**config.mk**
```make
export PLATFORM = sky130hd
export DESIGN_NAME = remote_reset_ctrl
export DESIGN_NICKNAME = d
export VERILOG_FILES = /design/src/rtl/rcr_pkg.sv /design/src/rtl/rcr_ctrl.sv /design/src/rtl/rcr_data.sv /design/src/rtl/remote_reset_ctrl.sv
export SDC_FILE = /design/constraint.sdc
export NUM_CORES = 1
export LEC_CHECK = 0
export BUFFER_PORTS_ARGS = -buffer_cell sky130_fd_sc_hd__buf_2
export CAP_MARGIN = 20
export CORE_MARGIN = 8
export CORE_UTILIZATION = 25
export DETAILED_ROUTE_END_ITERATION = 6
export PLACE_DENSITY = 0.53
export SETUP_SLACK_MARGIN = 0.15
export SYNTH_ARGS = -nofsm -noshare
export SYNTH_HDL_FRONTEND = slang
export SYNTH_SLANG_ARGS = --single-unit
```
**constraint.sdc**
```tcl
create_clock -name clk -period 2.8 [get_ports clk]
set_clock_uncertainty 0.1 [all_clocks]
set_input_delay 0 -clock clk [delete_from_list [all_inputs] [get_ports clk]]
set_output_delay 0 -clock clk [all_outputs]
set_load 0.05 [all_outputs]
```
**src/rtl/rcr_pkg.sv**
```systemverilog
package rcr_pkg;

  // Events the control side hands to the datapath, one cycle wide each.
  typedef struct packed {
    logic rstRise;    // reset line goes high on this edge
    logic rstFall;    // reset line goes low on this edge
    logic enterSeen;  // remote core acknowledged entering reset
    logic leaveSeen;  // remote core acknowledged leaving reset
  } rcr_strobe_t;

  typedef enum logic {
    ST_RUN  = 1'b0,
    ST_HELD = 1'b1
  } rcr_state_e;

  localparam int STAT_W = 2;
  localparam int STAT_ENTER = 0;
  localparam int STAT_LEAVE = 1;

endpackage

```
**src/rtl/rcr_ctrl.sv**
```systemverilog
module rcr_ctrl
  import rcr_pkg::*;
#(
  parameter int BOOT_W = 2,
  localparam int CFG_W = BOOT_W + 2
) (
  input  logic              clk,
  input  logic              rstN,
  input  logic              cfgWrEn,
  input  logic [CFG_W-1:0]  cfgWrData,
  input  logic              remoteAck,
  input  logic              remoteMask,
  output logic              rstActive,
  output logic [BOOT_W-1:0] cfgBoot,
  output rcr_strobe_t       strobe
);

  localparam int REQ_BIT  = 0;
  localparam int HOLD_BIT = 1;
  localparam int BOOT_LSB = 2;

  logic reqQ, holdQ;
  logic [BOOT_W-1:0] bootQ;
  rcr_state_e stateQ, stateD;
  logic ackQ, downQ;

  // control word
  always_ff @(posedge clk or negedge rstN) begin
    if (!rstN) begin
      reqQ  <= 1'b0;
      holdQ <= 1'b0;
      bootQ <= '0;
    end else if (cfgWrEn) begin
      reqQ  <= cfgWrData[REQ_BIT];
      holdQ <= cfgWrData[HOLD_BIT];
      bootQ <= cfgWrData[BOOT_LSB +: BOOT_W];
    end
  end

  assign cfgBoot = bootQ;

  // reset sequencing
  always_comb begin
    stateD = stateQ;
    strobe.rstRise = 1'b0;
    strobe.rstFall = 1'b0;
    unique case (stateQ)
      ST_RUN: begin
        if (reqQ && !remoteMask) begin
          stateD = ST_HELD;
          strobe.rstRise = 1'b1;
        end
      end
      ST_HELD: begin
        if (!reqQ && !holdQ) begin
          stateD = ST_RUN;
          strobe.rstFall = 1'b1;
        end
      end
      default: stateD = ST_RUN;
    endcase
  end

  always_ff @(posedge clk or negedge rstN) begin
    if (!rstN) stateQ <= ST_RUN;
    else       stateQ <= stateD;
  end

  assign rstActive = (stateQ == ST_HELD);

  // acknowledge tracking
  assign strobe.enterSeen = remoteAck && !ackQ && rstActive;
  assign strobe.leaveSeen = !remoteAck && ackQ && downQ && !rstActive;

  always_ff @(posedge clk or negedge rstN) begin
    if (!rstN) begin
      ackQ  <= 1'b0;
      downQ <= 1'b0;
    end else begin
      ackQ <= remoteAck;
      if (strobe.enterSeen)      downQ <= 1'b1;
      else if (strobe.leaveSeen) downQ <= 1'b0;
    end
  end

  a_r3_req_starts_reset: assert property (@(posedge clk) disable iff (!rstN)
    (reqQ && !remoteMask && !rstActive) |=> rstActive);

  a_r4_hold_keeps_reset: assert property (@(posedge clk) disable iff (!rstN)
    (rstActive && holdQ) |=> rstActive);

  a_r5_release: assert property (@(posedge clk) disable iff (!rstN)
    (rstActive && !reqQ && !holdQ) |=> !rstActive);

  a_r10_mask_blocks: assert property (@(posedge clk) disable iff (!rstN)
    (!rstActive && remoteMask) |=> !rstActive);

endmodule

```
**src/rtl/rcr_data.sv**
```systemverilog
module rcr_data
  import rcr_pkg::*;
#(
  parameter int BOOT_W = 2
) (
  input  logic              clk,
  input  logic              rstN,
  input  rcr_strobe_t       strobe,
  input  logic              rstActive,
  input  logic [BOOT_W-1:0] cfgBoot,
  input  logic              statClrEn,
  input  logic [STAT_W-1:0] statClrData,
  output logic [STAT_W-1:0] statPend,
  output logic [BOOT_W-1:0] bootMode
);

  logic [STAT_W-1:0] setVec;
  assign setVec[STAT_ENTER] = strobe.enterSeen;
  assign setVec[STAT_LEAVE] = strobe.leaveSeen;

  // sticky flags, set beats clear
  for (genvar i = 0; i < STAT_W; i++) begin : g_flag
    always_ff @(posedge clk or negedge rstN) begin
      if (!rstN)                            statPend[i] <= 1'b0;
      else if (setVec[i])                   statPend[i] <= 1'b1;
      else if (statClrEn && statClrData[i]) statPend[i] <= 1'b0;
    end
  end

  // boot mode latched at release
  always_ff @(posedge clk or negedge rstN) begin
    if (!rstN)               bootMode <= '0;
    else if (strobe.rstFall) bootMode <= cfgBoot;
  end

  a_r6_boot_stable_held: assert property (@(posedge clk) disable iff (!rstN)
    (rstActive && $past(rstActive)) |-> $stable(bootMode));

  a_r7_enter_needs_reset: assert property (@(posedge clk) disable iff (!rstN)
    $rose(statPend[STAT_ENTER]) |-> $past(rstActive));

  a_r8_leave_needs_release: assert property (@(posedge clk) disable iff (!rstN)
    $rose(statPend[STAT_LEAVE]) |-> !$past(rstActive));

  a_r9_clear_enter: assert property (@(posedge clk) disable iff (!rstN)
    (statClrEn && statClrData[STAT_ENTER] && !strobe.enterSeen) |=> !statPend[STAT_ENTER]);

endmodule

```
**src/rtl/remote_reset_ctrl.sv**
```systemverilog
module remote_reset_ctrl
  import rcr_pkg::*;
#(
  parameter int BOOT_W = 2,
  localparam int CFG_W = BOOT_W + 2
) (
  input  logic              clk,
  input  logic              rstN,
  input  logic              cfgWrEn,
  input  logic [CFG_W-1:0]  cfgWrData,
  input  logic              statClrEn,
  input  logic [1:0]        statClrData,
  input  logic              remoteAck,
  input  logic              remoteMask,
  output logic              remoteRst,
  output logic [BOOT_W-1:0] bootMode,
  output logic              assertPend,
  output logic              deassertPend
);

  rcr_strobe_t       strobe;
  logic              rstActive;
  logic [BOOT_W-1:0] cfgBoot;
  logic [STAT_W-1:0] statPend;

  rcr_ctrl #(.BOOT_W(BOOT_W)) u_ctrl (
    .clk        (clk),
    .rstN       (rstN),
    .cfgWrEn    (cfgWrEn),
    .cfgWrData  (cfgWrData),
    .remoteAck  (remoteAck),
    .remoteMask (remoteMask),
    .rstActive  (rstActive),
    .cfgBoot    (cfgBoot),
    .strobe     (strobe)
  );

  rcr_data #(.BOOT_W(BOOT_W)) u_data (
    .clk         (clk),
    .rstN        (rstN),
    .strobe      (strobe),
    .rstActive   (rstActive),
    .cfgBoot     (cfgBoot),
    .statClrEn   (statClrEn),
    .statClrData (statClrData),
    .statPend    (statPend),
    .bootMode    (bootMode)
  );

  assign remoteRst    = rstActive;
  assign assertPend   = statPend[STAT_ENTER];
  assign deassertPend = statPend[STAT_LEAVE];

endmodule

```
==> flow_metrics.py, run 1 <==
metrics = {
    "run_status": {
        "status": "finished, final reports clean",
    },
    "worst_setup_path": {
        "slowest_delay_ns": 0.55,
        "crit_end": "u_ctrl.reqQ$_DFFE_PN0P_",
        "worst_r2r_endpoint": "u_ctrl.holdQ$_DFFE_PN0P_",
        "crit_fanout": 1,
        "critical_path_class": "in2reg",
        "r2r_setup_slack_ns": 1.38,
        "path_depth": 6,
        "critPathBufInv": 4,
        "worst_ep_arrival_time_ns": 1.85,
        "crit_slowest_cell": "dlygate4sd3_1",
        "critPathTopFamily": "buffers and inverters",
        "cp-start-kind": "primary input",
        "crit_path_cell_trace": "dlygate4sd3_1, buf_2, nand2_1, dlygate4sd3_1, o21ai_0, dlygate4sd3_1",
        "r2r-start": "u_ctrl.holdQ$_DFFE_PN0P_",
        "cp_common_cell": "dlygate4sd3_1",
        "end_kind": "register",
        "worst_ep_required_time_ns": 2.85,
        "crit_start": "cfgWrData[0]",
        "reg2reg_depth": 2,
    },
    "detailed_routing": {
        "viasPerCell": 4.31,
        "dr.pass1.iters": 4,
        "drcViolationCount": 0,
        "totalWireLength_um": 941,
        "ant_nets": 0,
        "num_vias": 375,
        "post_drt_wl_per_cell_um": 10.8,
        "drtIter0Drc": 7,
    },
    "synthesis": {
        "ys_ff_latch": 11,
        "synth_area_leaders": "dfrtp_1, mux2_2, mux2_4",
        "synthDistinctLibCells": 11,
        "ys_seq_area_frac": 0.640,
        "netlist_area_sq_um": 430,
        "yosys_warnings": 0,
        "yosys.area.top_type": "dfrtp_1",
        "avgSynthCellArea_sq_um": 12.7,
        "syn_inst": 34,
        "synth_top_area_frac": 0.640,
        "synth_nets": 46,
    },
    "global_route": {
        "grt-ovfl-total": 0,
        "grt_pass1_vias": 406,
        "grt_pass1_wl_um": 1720,
        "antenna_found_initial": 0,
        "grt_usage": 0.0680,
        "grt_max_degree": 12,
    },
    "sta": {
        "slew_headroom": 0.820,
        "post-route-period-util": 0.640,
        "fmaxAchievable_mhz": 558,
        "final_max_slew_viol_count": 0,
        "setup_viol": 0,
        "tns_ns": 0,
        "tightestPinTransition_ns": 0.267,
        "rsz0062_at_grt": "no",
        "final_hold_viol_count": 0,
        "period_needed_ns": 1.79,
    },
    "clock_network": {
        "cts-root-buf": "clkbuf_4",
        "clock-sinks": 11,
        "clock_latency_ns": 0.27,
        "path_clk_slew_ns": 0.07,
        "cts_tree": "built",
        "post-cts-setup-buffer-count": 0,
        "numCtsBuffers": 3,
        "htree_levels": 1,
        "cts_buffer_depth": 2,
    },
    "floorplanning": {
        "die_h_um": 57.5,
        "initial_core_util": 0.258,
        "rows": 15,
        "die_w_um": 57.5,
        "design.core.area_sq_um": 1670,
        "die_area_sq_um": 3310,
        "top_level_ports": 17,
    },
    "hold_path": {
        "min_path_type": "in2async",
    },
    "finish": {
        "nFillCells": 168,
        "fin_cells": 87,
        "multi_input_area_sq_um": 144,
        "area_growth_pct": 66.9,
        "fin_nets": 83,
        "drive_gt1_frac": 0.371,
        "seq_area_sq_um": 275,
        "antennaDiodeCount": 0,
    },
    "power_and_ir_drop": {
        "p_leak_nw": 0.349,
        "ir_worst_vdd_v": 0.000229,
        "power.density_nw_per_um2": 693,
    },
    "place": {
        "dpl.hpwl_um": 677,
        "io_buffers": 16,
        "gp_congestion": 0.660,
        "dp_cells": 67,
    },
    "run": {
        "drv_cap": 0,
    },
}
-- metrics by stage --
step	utilization	total power [mW]	hold WS, ns	area (sq um)	setup WS [ns]
floorplan	-	0.330	-0.396	430	1.47
global placement	0.318	0.374	-0.219	532	1.71
detailed placement	0.318	0.376	-0.215	532	1.69
CTS	0.430	0.507	0.0227	718	1.01
global route	0.430	0.533	0.0485	718	0.954
finish	0.430	0.498	0.0235	718	1.01
-- worst min path at each step --
stage | start | slack [ns] | cells after the start | to
after floorplan | rstN | -0.40 | 0 | u_ctrl.ackQ$_DFF_PN0_
after global placement | rstN | -0.22 | 1 | u_ctrl.ackQ$_DFF_PN0_
after detailed placement | rstN | -0.22 | 1 | u_ctrl.ackQ$_DFF_PN0_
after CTS | rstN | 0.02 | 2 | u_ctrl.ackQ$_DFF_PN0_
after global routing | rstN | 0.05 | 2 | u_ctrl.ackQ$_DFF_PN0_
final | rstN | 0.02 | 2 | u_ctrl.ackQ$_DFF_PN0_
-- cell usage in the layout, fill, tap and decap left out --
| cell | instances |
|---|---|
| a22o_1 | 1 |
| inv_1 | 3 |
| buf_2 | 16 |
| nor2_2 | 1 |
| o41ai_1 | 1 |
| nand2_2 | 1 |
| clkbuf_1 | 1 |
| nand2_1 | 5 |
| nor2b_1 | 1 |
| dlygate4sd3_1 | 16 |
| dfrtp_1 | 11 |
| mux2_2 | 3 |
| mux2_4 | 2 |
| o21ai_0 | 5 |
| clkbuf_4 | 3 |
-- where the power goes --
part | internal, mW | switching (mW) | total, mW
logic | 0.0687 | 0.111 | 0.180
registers | 0.191 | 0.0200 | 0.210
clock network | 0.0551 | 0.0524 | 0.107
-- repair_timing --
action,in CTS,in global routing
hold endpoints to repair,20,0
hold buffers,16,0
setup endpoints to repair,0,0
resized for setup,0,0
-- state kept, by name, summed over array words and instances (netlist names) --
signal and cells:
u_data.statPend 2, u_ctrl.downQ 1, u_ctrl.ackQ 1, u_ctrl.rstActive 1, u_ctrl.reqQ 1, u_ctrl.holdQ 1
u_data.bootMode 2, u_ctrl.cfgBoot 2
-- cells by family (layout without fill, tap and decap cells) --
group	count (synthesis)	count (layout)	synth area share
AO/OA/AOI/OAI	7	7	0.0988
multiplexers	5	5	0.148
buffers and inverters	3	39	0.0262
AND/OR/NAND/NOR	8	8	0.0872
flip-flops	11	11	0.640
-- area by class of cell --
| class | instances | share of cell area |
|---|---|---|
| flip-flops and latches | 11 | 0.383 |
| repair buffers | 32 | 0.334 |
| inverters | 3 | 0.0157 |
| multi-input cells | 20 | 0.200 |
| well taps | 17 | 0.0296 |
| clock buffers | 4 | 0.0366 |
-- synth_stat cells, drive strengths merged --
| cell type | number |
|---|---|
| dfrtp | 11 |
| nand2 | 6 |
| mux2 | 5 |
| o21ai | 5 |
| inv | 3 |
| a22o | 1 |
| nor2 | 1 |
| nor2b | 1 |
| o41ai | 1 |
-- per-layer routing --
layer / up-vias / global-route usage / share of wire
met3: 3 / 0.0404 / 0.15
met2: 16 / 0.0916 / 0.38
met1: 167 / 0.0751 / 0.45
met5: - / 0 / 0
li1: 189 / - / -
met4: 0 / 0.0536 / 0.024
Note: power is estimated with default switching activity, not from simulation.
==> inputs of run 2 (changes only) <==
--- a/config.mk
+++ b/config.mk
@@ -10,7 +10,7 @@
 export CORE_MARGIN = 8
 export CORE_UTILIZATION = 25
 export DETAILED_ROUTE_END_ITERATION = 6
-export PLACE_DENSITY = 0.53
+export PLACE_DENSITY = 0.54
 export SETUP_SLACK_MARGIN = 0.15
 export SYNTH_ARGS = -nofsm -noshare
 export SYNTH_HDL_FRONTEND = slang
==> constraint.sdc (replaced) <==
create_clock -name clk -period 1.47 [get_ports clk]
set_clock_uncertainty 0.1 [all_clocks]
set_input_delay 0 -clock clk [delete_from_list [all_inputs] [get_ports clk]]
set_output_delay 0 -clock clk [all_outputs]
set_load 0.05 [all_outputs]
==> flow_metrics.py, run 2 (synthesized netlist as in run 1, its figures left out) <==
metrics = {
    "power_and_ir_drop": {
        "power.density_nw_per_um2": 1390,
        "p_leak_nw": 0.332,
        "p_total_mw": 0.931,
        "ir_worst_vdd_v": 0.000415,
    },
    "place": {
        "dpl.hpwl_um": 705,
        "io_buffers": 16,
        "dpl_worst_slack_ns": 0.370,
        "gp_congestion": 0.657,
    },
    "finish": {
        "layout_common_cells": "buf_2, dlygate4sd3_1, dfrtp_1, o21ai_0, nand2_1",
        "fin_nets": 78,
        "nFillCells": 167,
        "final_common_cell": "buf_2",
        "antennaDiodeCount": 0,
        "area_growth_pct": 56.1,
        "drive_gt1_frac": 0.415,
    },
    "clock_network": {
        "cts_buffer_depth": 2,
        "clock_latency_ns": 0.26,
        "path_clk_slew_ns": 0.07,
        "clock-sinks": 11,
        "post-cts-setup-buffer-count": 0,
        "numCtsBuffers": 3,
        "htree_levels": 1,
        "cts_tree": "built",
        "cts-root-buf": "clkbuf_4",
    },
    "floorplanning": {
        "initial_core_util": 0.258,
        "rows": 15,
        "top_level_ports": 17,
        "die_area_sq_um": 3310,
        "design.core.area_sq_um": 1670,
        "die_h_um": 57.5,
        "die_w_um": 57.5,
    },
    "worst_setup_path": {
        "worst_ep_arrival_time_ns": 1.17,
        "worst_ep_required_time_ns": 1.52,
        "worst_r2r_endpoint": "u_data.bootMode[0]$_DFFE_PN0P_",
        "end_kind": "register",
        "crit_fanout": 3,
        "r2r-start": "u_ctrl.reqQ$_DFFE_PN0P_",
        "r2r_setup_slack_ns": 0.35,
        "reg2reg_depth": 3,
        "cp-start-kind": "register",
        "critical_path_class": "reg2reg",
    },
    "detailed_routing": {
        "dr.pass1.iters": 2,
        "ant_nets": 0,
        "drtIter0Drc": 2,
        "num_vias": 357,
        "post_drt_wl_per_cell_um": 12.0,
        "totalWireLength_um": 988,
        "viasPerCell": 4.35,
        "drcViolationCount": 0,
    },
    "global_route": {
        "grt_usage": 0.0716,
        "grt-ovfl-total": 0,
        "grt_pass1_vias": 407,
        "antenna_found_initial": 0,
        "grt_max_degree": 12,
        "grt_pass1_wl_um": 1820,
    },
    "sta": {
        "period_needed_ns": 1.12,
        "setup_slack_ns": 0.353,
        "setup_viol": 0,
        "post-route-period-util": 0.760,
        "slew_headroom": 0.814,
        "final_max_slew_viol_count": 0,
        "rsz0062_at_grt": "no",
        "fmaxAchievable_mhz": 895,
        "final_hold_viol_count": 0,
        "tns_ns": 0,
        "tightestPinTransition_ns": 0.275,
    },
    "hold_path": {
        "min_path_type": "in2async",
    },
    "run": {
        "drv_cap": 0,
    },
    "run_status": {
        "status": "finished, final reports clean",
    },
}
run 2: timing repair:
item / in CTS / in global routing
hold endpoints to repair: 20 / 0
gates resized for setup: 0 / 1
setup endpoints to repair: 0 / 2
hold buffers: 13 / 0
run 2: per-layer routing:
layer  GRT usage  vias to the layer above  routed length [um]
met2       0.109                       13                 438
met3      0.0359                        2                 110
met5           0                        -                   0
li1            -                      178                   -
met1      0.0736                      164                 429
met4      0.0536                        0                  10
run 2: report_power, final:
group	switching, mW	leakage, nW	total (mW)	internal, mW
Clock	0.0963	0.0150	0.201	0.105
Sequential	0.0390	0.129	0.403	0.364
Combinational	0.210	0.188	0.327	0.117
Total	0.346	0.332	0.931	0.586
run 2: layout make-up:
class                      instances  area, sq um  share of cell area
multi-input combinational         20          144               0.214
inverter                           3         11.3              0.0168
tap                               17         21.3              0.0317
clock buffer                       4         26.3              0.0391
timing repair buffer              27          193               0.287
sequential                        11          277               0.412
run 2: worst max-delay path, stage by stage, from the launching register on:
cell,delay [ns]
dfrtp_1,0.41
nor2_2,0.12
nand2_2,0.08
mux2_4,0.29
run 2: worst max-delay path by stage:
stage / from / to / cells after the start
2_1_floorplan: u_ctrl.rstActive$_DFF_PN0_ / u_data.bootMode[0]$_DFFE_PN0P_ / 2
3_3_place_gp: u_ctrl.reqQ$_DFFE_PN0P_ / u_data.bootMode[0]$_DFFE_PN0P_ / 3
3_5_place_dp: u_ctrl.reqQ$_DFFE_PN0P_ / u_data.bootMode[0]$_DFFE_PN0P_ / 3
4_1_cts: cfgWrEn / u_ctrl.reqQ$_DFFE_PN0P_ / 5
5_1_grt: u_ctrl.reqQ$_DFFE_PN0P_ / u_data.bootMode[1]$_DFFE_PN0P_ / 3
6_report: u_ctrl.reqQ$_DFFE_PN0P_ / u_data.bootMode[0]$_DFFE_PN0P_ / 3
run 2: per-stage QoR:
step	hold slack, ns	utilization	instance area [sq um]	instances
floorplan	-0.396	-	432	34
global placement	-0.219	0.319	533	67
detailed placement	-0.215	0.319	533	67
CTS	0.0404	0.413	689	84
global route	0.0755	0.402	672	82
finish	0.0395	0.402	672	82
==> inputs of run 3 (changes only) <==
--- a/config.mk
+++ b/config.mk
@@ -5,12 +5,13 @@
 export SDC_FILE = /design/constraint.sdc
 export NUM_CORES = 1
 export LEC_CHECK = 0
+export ABC_AREA = 1
 export BUFFER_PORTS_ARGS = -buffer_cell sky130_fd_sc_hd__buf_2
 export CAP_MARGIN = 20
 export CORE_MARGIN = 8
 export CORE_UTILIZATION = 25
 export DETAILED_ROUTE_END_ITERATION = 6
-export PLACE_DENSITY = 0.54
+export PLACE_DENSITY = 0.53
 export SETUP_SLACK_MARGIN = 0.15
 export SYNTH_ARGS = -nofsm -noshare
 export SYNTH_HDL_FRONTEND = slang
==> constraint.sdc (replaced) <==
create_clock -name clk -period 1.1 [get_ports clk]
set_clock_uncertainty 0.1 [all_clocks]
set_input_delay 0 -clock clk [delete_from_list [all_inputs] [get_ports clk]]
set_output_delay 0 -clock clk [all_outputs]
set_load 0.05 [all_outputs]
==> flow_metrics.py, run 3 <==
metrics = {
    "run_status": {
        "status": "finished, final reports clean",
    },
    "sta": {
        "post-route-period-util": 0.886,
        "tns_ns": 0,
        "slew_headroom": 0.835,
        "final_max_slew_viol_count": 0,
        "rsz0062_at_grt": "yes",
        "setup_viol": 0,
        "fmaxAchievable_mhz": 1030,
        "period_needed_ns": 0.974,
        "tightestPinTransition_ns": 0.247,
        "final_hold_viol_count": 0,
    },
    "worst_setup_path": {
        "worst_ep_required_time_ns": 1.00,
        "end_kind": "output port",
        "crit_slowest_cell": "dfrtp_2",
        "critical_path_class": "reg2out",
        "crit_fanout": 6,
        "slowest_delay_ns": 0.44,
        "cp-start-kind": "register",
        "crit_path_cell_trace": "buf_6",
        "r2r-start": "u_ctrl.rstActive$_DFF_PN0_",
        "critPathTopFamily": "flip-flops",
        "worst_ep_arrival_time_ns": 0.87,
        "critPathBufInv": 1,
        "crit_start": "u_ctrl.rstActive$_DFF_PN0_",
    },
    "global_route": {
        "grt_pass1_wl_um": 1800,
        "antenna_found_initial": 0,
        "grt-ovfl-total": 0,
        "grt_pass1_vias": 430,
        "grt_max_degree": 12,
        "grt_usage": 0.0687,
    },
    "power_and_ir_drop": {
        "ir_worst_vdd_v": 0.000787,
        "p_leak_nw": 0.369,
        "power.density_nw_per_um2": 1830,
    },
    "synthesis": {
        "ys_seq_area_frac": 0.655,
        "netlist_area_sq_um": 420,
        "syn_inst": 45,
        "synthDistinctLibCells": 8,
        "synthTopCellsByCount": "nand2_1, dfrtp_1, o21ai_0",
        "synth_area_leaders": "dfrtp_1, nand2_1, o21ai_0",
        "yosys_warnings": 0,
        "avgSynthCellArea_sq_um": 9.34,
        "ys_ff_latch": 11,
        "synth_top_area_frac": 0.655,
        "synth_flop_cell": "dfrtp_1",
        "synth_nets": 57,
        "synth.most_common_cell": "nand2_1",
        "synth_edf_count": 0,
        "async_flop_share": 1.00,
        "yosys.area.top_type": "dfrtp_1",
    },
    "place": {
        "io_buffers": 16,
        "dp_cells": 78,
        "dpl.hpwl_um": 687,
        "gp_congestion": 0.684,
    },
    "finish": {
        "multi_input_area_sq_um": 126,
        "drive_gt1_frac": 0.308,
        "fin_nets": 91,
        "area_growth_pct": 67.9,
        "seq_area_sq_um": 277,
        "fin_cells": 95,
        "antennaDiodeCount": 0,
        "layout_common_cells": "nand2_1, dlygate4sd3_1, buf_2, dfrtp_1, o21ai_0",
        "nFillCells": 161,
        "final_common_cell": "nand2_1",
    },
    "floorplanning": {
        "die_area_sq_um": 3250,
        "design.core.area_sq_um": 1650,
        "rows": 15,
        "die_h_um": 57.0,
        "initial_core_util": 0.255,
        "die_w_um": 57.0,
        "top_level_ports": 17,
    },
    "clock_network": {
        "cts_tree": "built",
        "clock_latency_ns": 0.26,
        "cts-root-buf": "clkbuf_4",
        "htree_levels": 1,
        "path_clk_slew_ns": 0.07,
        "clock-sinks": 11,
        "numCtsBuffers": 3,
        "cts_buffer_depth": 2,
    },
    "detailed_routing": {
        "ant_nets": 0,
        "num_vias": 412,
        "drtIter0Drc": 1,
        "totalWireLength_um": 998,
        "viasPerCell": 4.34,
        "post_drt_wl_per_cell_um": 10.5,
        "dr.pass1.iters": 2,
        "drcViolationCount": 0,
    },
    "hold_path": {
        "min_path_type": "in2async",
    },
    "run": {
        "drv_cap": 0,
    },
}
## run 3: cell type report
type                    instances  area share
well taps                      17      0.0301
repair buffers                 29       0.335
inverters                       5      0.0266
flip-flops and latches         11       0.392
clock buffers                   4      0.0372
multi-input cells              29       0.179
## run 3: metrics by stage
stage	instance area [sq um]	total power, mW	util	hold slack, ns	setup WS [ns]
2_1_floorplan	422	0.793	-	-0.396	0.0955
6_report	706	1.29	0.427	0.0341	0.126
3_5_place_dp	523	0.902	0.317	-0.218	0.185
5_1_grt	706	1.38	0.427	0.0447	0.0861
4_1_cts	687	1.26	0.416	0.0305	0.115
3_3_place_gp	523	0.897	0.317	-0.218	0.190
## run 3: path summary, 6_finish.rpt
check	end	slack, ns	cells after the start
hold reg to reg	u_ctrl.downQ$_DFFE_PN0P_	0.37	2
max in group asynchronous	u_ctrl.rstActive$_DFF_PN0_	0.65	2
hold / removal	u_ctrl.ackQ$_DFF_PN0_	0.03	2
min in group clk	u_ctrl.ackQ$_DFF_PN0_	0.31	2
setup reg to reg	u_data.bootMode[0]$_DFFE_PN0P_	0.16	3
setup / recovery	remoteRst	0.13	1
## run 3: report_power, final
| group | switching [mW] | internal, mW | leakage (nW) |
|---|---|---|---|
| Combinational | 0.282 | 0.196 | 0.221 |
| Clock | 0.129 | 0.140 | 0.0150 |
| Sequential | 0.0547 | 0.487 | 0.133 |
| Total | 0.465 | 0.823 | 0.369 |
## run 3: repair_timing
action,in CTS,in global routing
hold buffers,11,0
buffers inserted,1,1
endpoints found under the hold margin,20,0
resized for setup,7,5
pin swaps,0,2
setup endpoints to repair,5,8
## run 3: cell families after synthesis
kind of cell	count (synthesis)	share of synthesized area
AO/OA/AOI/OAI	6	0.0714
buffers and inverters	5	0.0446
flip-flops	11	0.655
AND/OR/NAND/NOR	23	0.229
## run 3: layer usage
| layer | global-route usage | vias to the layer above | part of all wire |
|---|---|---|---|
| li1 | - | 209 | - |
| met1 | 0.0710 | 182 | 0.44 |
| met2 | 0.104 | 18 | 0.44 |
| met3 | 0.0554 | 3 | 0.11 |
| met4 | 0.0201 | 0 | 0.010 |
| met5 | 0 | - | 0 |
